[config.mk]
export PLATFORM = sky130hd
export DESIGN_NAME = ewr_status_mux
export DESIGN_NICKNAME = d
export VERILOG_FILES = /design/src/rtl/ewr_pkg.sv /design/src/rtl/ewr_rd_qual.sv /design/src/rtl/ewr_toggle_reg.sv /design/src/rtl/ewr_status_fmt.sv /design/src/rtl/ewr_status_mux.sv
export SDC_FILE = /design/constraint.sdc
export NUM_CORES = 1
export LEC_CHECK = 0
export ABC_AREA = 1
export BUFFER_PORTS_ARGS = -buffer_cell sky130_fd_sc_hd__clkbuf_2
export CAP_MARGIN = 20
export CORE_AREA = 2 2 39 41
export CTS_CLUSTER_DIAMETER = 120
export DETAILED_ROUTE_END_ITERATION = 10
export DIE_AREA = 0 0 41 43
export GPL_TIMING_DRIVEN = 0
export PLACE_DENSITY = 0.71
export SYNTH_ARGS = -nofsm -noshare
export SYNTH_HDL_FRONTEND = slang
export SYNTH_SLANG_ARGS = --single-unit
[constraint.sdc]
create_clock -name clk -period 1.4 [get_ports clk]
set_input_delay 0.21 -clock clk [delete_from_list [all_inputs] [get_ports clk]]
set_output_delay 0.21 -clock clk [all_outputs]
set_load 0.01 [all_outputs]
[src/rtl/ewr_pkg.sv]
package ewr_pkg;
    typedef enum logic [1:0] {
        RD_OFF   = 2'd0,
        RD_ARRAY = 2'd1,
        RD_POLL  = 2'd2
    } rd_state_e;
endpackage

[src/rtl/ewr_rd_qual.sv]
// Decodes the read-active condition and flags the cycle in which it rises.
module ewr_rd_qual (
    input  logic clk,
    input  logic rst_n,
    input  logic cs_n,
    input  logic oe_n,
    input  logic wr_n,
    output logic rd_act,
    output logic rd_rise
);
    logic rd_prev;

    assign rd_act  = !cs_n && !oe_n && wr_n;
    assign rd_rise = rd_act && !rd_prev;

    always_ff @(posedge clk or negedge rst_n) begin
        if (!rst_n) rd_prev <= 1'b0;
        else        rd_prev <= rd_act;
    end
endmodule

[src/rtl/ewr_toggle_reg.sv]
// Flag that flips once per new access made during a write cycle.
module ewr_toggle_reg (
    input  logic clk,
    input  logic rst_n,
    input  logic step,
    output logic tgl_q
);
    always_ff @(posedge clk or negedge rst_n) begin
        if (!rst_n)    tgl_q <= 1'b0;
        else if (step) tgl_q <= !tgl_q;
    end
endmodule

[src/rtl/ewr_status_fmt.sv]
// Builds the status word presented while a write cycle is busy.
module ewr_status_fmt #(
    parameter int DATA_W = 8
) (
    input  logic [DATA_W-1:0] last_wr_byte,
    input  logic              tgl_q,
    output logic [DATA_W-1:0] status_word
);
    localparam int POLL_BIT = DATA_W - 1;
    localparam int TGL_BIT  = DATA_W - 2;

    always_comb begin
        status_word           = '0;
        status_word[POLL_BIT] = !last_wr_byte[POLL_BIT];
        status_word[TGL_BIT]  = tgl_q;
    end
endmodule

[src/rtl/ewr_status_mux.sv]
module ewr_status_mux
    import ewr_pkg::*;
#(
    parameter int DATA_W = 8
) (
    input  logic              clk,
    input  logic              rst_n,
    input  logic              cs_n,
    input  logic              oe_n,
    input  logic              wr_n,
    input  logic              busy,
    input  logic [DATA_W-1:0] last_wr_byte,
    input  logic [DATA_W-1:0] arr_rdata,
    output logic [DATA_W-1:0] dq_out,
    output logic              dq_oe
);
    rd_state_e         state_q, state_d;
    logic              rd_act, rd_rise, tgl_q, tgl_step;
    logic [DATA_W-1:0] status_word;

    ewr_rd_qual u_qual (
        .clk(clk), .rst_n(rst_n), .cs_n(cs_n), .oe_n(oe_n), .wr_n(wr_n),
        .rd_act(rd_act), .rd_rise(rd_rise)
    );

    assign tgl_step = rd_rise && busy;

    ewr_toggle_reg u_tgl (
        .clk(clk), .rst_n(rst_n), .step(tgl_step), .tgl_q(tgl_q)
    );

    ewr_status_fmt #(.DATA_W(DATA_W)) u_fmt (
        .last_wr_byte(last_wr_byte), .tgl_q(tgl_q), .status_word(status_word)
    );

    // Next-state decision
    always_comb begin
        state_d = state_q;
        unique case (state_q)
            RD_OFF:   if (rd_act) state_d = busy ? RD_POLL : RD_ARRAY;
            RD_ARRAY: if (!rd_act) state_d = RD_OFF;
                      else if (busy) state_d = RD_POLL;
            RD_POLL:  if (!rd_act) state_d = RD_OFF;
                      else if (!busy) state_d = RD_ARRAY;
            default:  state_d = RD_OFF;
        endcase
    end

    always_ff @(posedge clk or negedge rst_n) begin
        if (!rst_n) state_q <= RD_OFF;
        else        state_q <= state_d;
    end

    // Output decode
    always_comb begin
        dq_out = '0;
        dq_oe  = 1'b0;
        unique case (state_q)
            RD_OFF:   begin dq_out = '0;          dq_oe = 1'b0; end
            RD_ARRAY: begin dq_out = arr_rdata;   dq_oe = 1'b1; end
            RD_POLL:  begin dq_out = status_word; dq_oe = 1'b1; end
            default:  begin dq_out = '0;          dq_oe = 1'b0; end
        endcase
    end
endmodule

==> flow_metrics.py <==
metrics = {
    "clock_network": {
        "clk_pin_slew_ns": 0.04,
        "clk-insertion-delay-late_ns": 0.23,
        "cts_sinks": 4,
        "numCtsBuffers": 3,
        "cts_max_level": 1,
        "root_buffer": "clkbuf_4",
        "cts_tree": "built",
        "clockBufferDepth": 2,
    },
    "logic_synthesis": {
        "yosys.area.top_type": "dfrtp_1",
        "syn_area_um2": 383,
        "ys_seq_elements": 4,
        "synth_cells": 55,
        "synth_area_leaders": "dfrtp_1, nand2_1, ha_1",
        "ys_types": 17,
        "synth_top_area_share_pct": 26.1,
        "avgSynthCellArea_um2": 6.96,
        "syn_nets": 81,
        "yosys_warnings": 0,
        "yosysSeqAreaShare_pct": 26.1,
    },
    "setup_path": {
        "crit_required_ns": 1.19,
        "start_kind": "register",
        "reg2regPathDepth": 9,
        "critPathMaxStageDelay_ns": 0.38,
        "cp-end-kind": "primary output",
        "timing.rr.start": "state_q[1]",
        "crit_arrival_ns": 1.28,
        "crit_fanout": 5,
        "cpMaxStageDelayCell": "dfrtp_1",
        "critical_path_class": "reg2out",
        "timing.rr.end": "state_q[1]",
        "crit_chain": "inv_2 > ha_4 > buf_6 > a2bb2oi_2 > nor2_1 > buf_2",
        "r2r_slack_ns": 0.05,
    },
    "power_and_ir_drop": {
        "leakage_nw": 0.403,
        "power_per_cell_area_mw_per_mm2": 1560,
        "clkPwrFrac_pct": 13.3,
        "p_switching_w": 0.000432,
        "swShare_pct": 41.5,
        "pwr-share-seq_pct": 19.7,
        "p_int_w": 0.000608,
        "p_comb_share_pct": 67.0,
        "vdd_drop_max_mv": 0.664,
    },
    "detailed_routing": {
        "dr.max_layer_used": "met3",
        "ant_nets": 0,
        "totalWireLength_um": 949,
        "dr_wl_met3_um": 89,
        "routed_via_density": 4.31,
        "first_pass_iters": 1,
        "num_vias": 444,
        "wl_per_cell_um": 9.21,
        "first_iter_violations": 0,
        "wl_met2_um": 533,
        "wl_met1_um": 326,
        "drc_errors": 0,
    },
    "hold_path": {
        "hold_depth": 4,
        "hold_start": "cs_n",
        "hold_path_class": "in2reg",
        "min_to": "u_qual.rd_prev",
    },
    "status": {
        "violations": "negative setup slack",
        "outcome": "complete, but fails checks",
    },
    "sta": {
        "tightest_slew_ns": 0.155,
        "slew_viol_final": 0,
        "slew_headroom_pct": 89.6,
        "fin_crit_ns": 1.49,
        "layout_setup_ws_ns": -0.0874,
        "fmax_mhz": 672,
        "fin_crit_sh_pct": 106,
        "rsz0062_at_grt": "yes",
        "finClkSkew_ns": 0.0000399,
        "setup_viol": 6,
        "hold_viol": 0,
    },
    "global_route": {
        "antenna_found_initial": 0,
        "grt_pass1_wl_um": 1510,
        "grt_max_degree": 6,
        "grt.total_usage_pct": 12.7,
        "overflow": 0,
        "grt_pass1_vias": 420,
    },
    "placement": {
        "place_area_um2": 518,
        "place_congestion": 0.686,
        "hpwlAfterDp_um": 703,
        "port_buffers": 23,
    },
    "run": {
        "maxCapViolations": 0,
    },
    "floorplan": {
        "ios": 31,
        "core_mm2": 0.00138,
        "fp.dieH_um": 43,
        "dieWidth_um": 41,
        "start_util_pct": 27.7,
        "dieArea_mm2": 0.00176,
        "num_rows": 14,
    },
    "finish": {
        "n_antenna_cell": 0,
        "utilization_pct": 48.2,
        "final_nets": 115,
        "fill_cells": 138,
        "synthToLayoutAreaGrowth_pct": 74.2,
        "layout_commonest_cell": "nand2_1",
        "drive_gt1_share_pct": 57.5,
        "fin_area_um2": 667,
        "layout_common_cells": "nand2_1, clkbuf_2, inv_1",
    },
}
## synth_stat cells
| cell type | count |
|---|---|
| nor2_2 | 1 |
| a21oi_1 | 3 |
| nand4_1 | 2 |
| dfrtp_1 | 4 |
| nor2_1 | 1 |
| inv_2 | 3 |
| a2bb2oi_1 | 1 |
| ha_1 | 4 |
| inv_1 | 10 |
| nor2_4 | 1 |
| buf_6 | 1 |
| nand3_1 | 3 |
| nand2_1 | 17 |
| nand2_2 | 1 |
| nand2_4 | 1 |
| xor2_1 | 1 |
| nor3_2 | 1 |
## cell type report
cell class,count,area (um2),area share (%)
well taps,16,20.0,3.00
repair buffers,29,188,28.1
plain buffers,1,11.3,1.69
flip-flops and latches,4,101,15.2
multi-input cells,37,273,40.9
inverters,13,51.3,7.69
clock buffers,3,22.5,3.38
## through the flow
stage / setup WS [ns] / power, W / hold WS [ns] / TNS [ns] / std cells
final: -0.0874 / 0.00104 / 0.274 / -0.197 / 103
after global routing: -0.142 / 0.00114 / 0.293 / -0.806 / 103
after CTS: -0.0908 / 0.00101 / 0.267 / -0.354 / 103
after detailed placement: 0.0674 / 0.000675 / 0.0172 / 0 / 94
after global placement: 0.116 / 0.000660 / 0.0173 / 0 / 94
after floorplan: 0.166 / 0.000524 / -0.0856 / 0 / 55
## power groups by stage
| stage | Clock, W | Sequential, W | Combinational, W |
|---|---|---|---|
| CTS | 0.000150 | 0.000204 | 0.000655 |
| global placement | 0 | 0.000193 | 0.000467 |
| global route | 0.000151 | 0.000208 | 0.000779 |
| detailed placement | 0 | 0.000194 | 0.000481 |
| finish | 0.000138 | 0.000205 | 0.000697 |
| floorplan | 0 | 0.000184 | 0.000340 |
## how the worst max path moves through the flow
stage               cells after the start       start        end
floorplan                               4  state_q[0]  dq_out[6]
global placement                        6  state_q[0]  dq_out[7]
detailed placement                      6  state_q[1]  dq_out[6]
global route                            6  state_q[1]  dq_out[6]
finish                                  6  state_q[1]  dq_out[7]
CTS                                     6  state_q[0]  dq_out[7]
## critical path, delay by kind of cell, from the launching register on
kind	cells	cell delay [ns]
flops	1	0.38
buf+inv	3	0.33
compound gates	1	0.13
fa+ha+maj	1	0.17
simple gates	1	0.04
## state kept, by name, indices dropped and copies added, names as in the netlist
signal	cells
state_q	2
u_qual.rd_prev	1
u_tgl.tgl_q	1
## cells by family after synthesis
family | synth area share [%]
and+or+nand+nor | 36.6
buffers and inverters | 15.7
AOI/OAI and AO/OA | 6.21
adders and majority gates | 13.1
DFF | 26.1
xor gates and xnor gates | 2.29
## timing repair
item                                    in CTS  in global routing
hold buffers                                 1                  0
gates resized for setup                     13                 13
buffers inserted                             4                  0
gates cloned                                 1                  0
pin swaps                                    4                  2
endpoints found under the setup margin       8                 10
endpoints found under the hold margin        4                  0
## metal layers
metal | vias to the layer above | GRT usage (%)
met2 | 19 | 23.8
met4 | 0 | 10.0
met1 | 194 | 10.5
li1 | 231 | -
met5 | - | 0
met3 | 0 | 1.57
(Power assumes the default switching activity.)
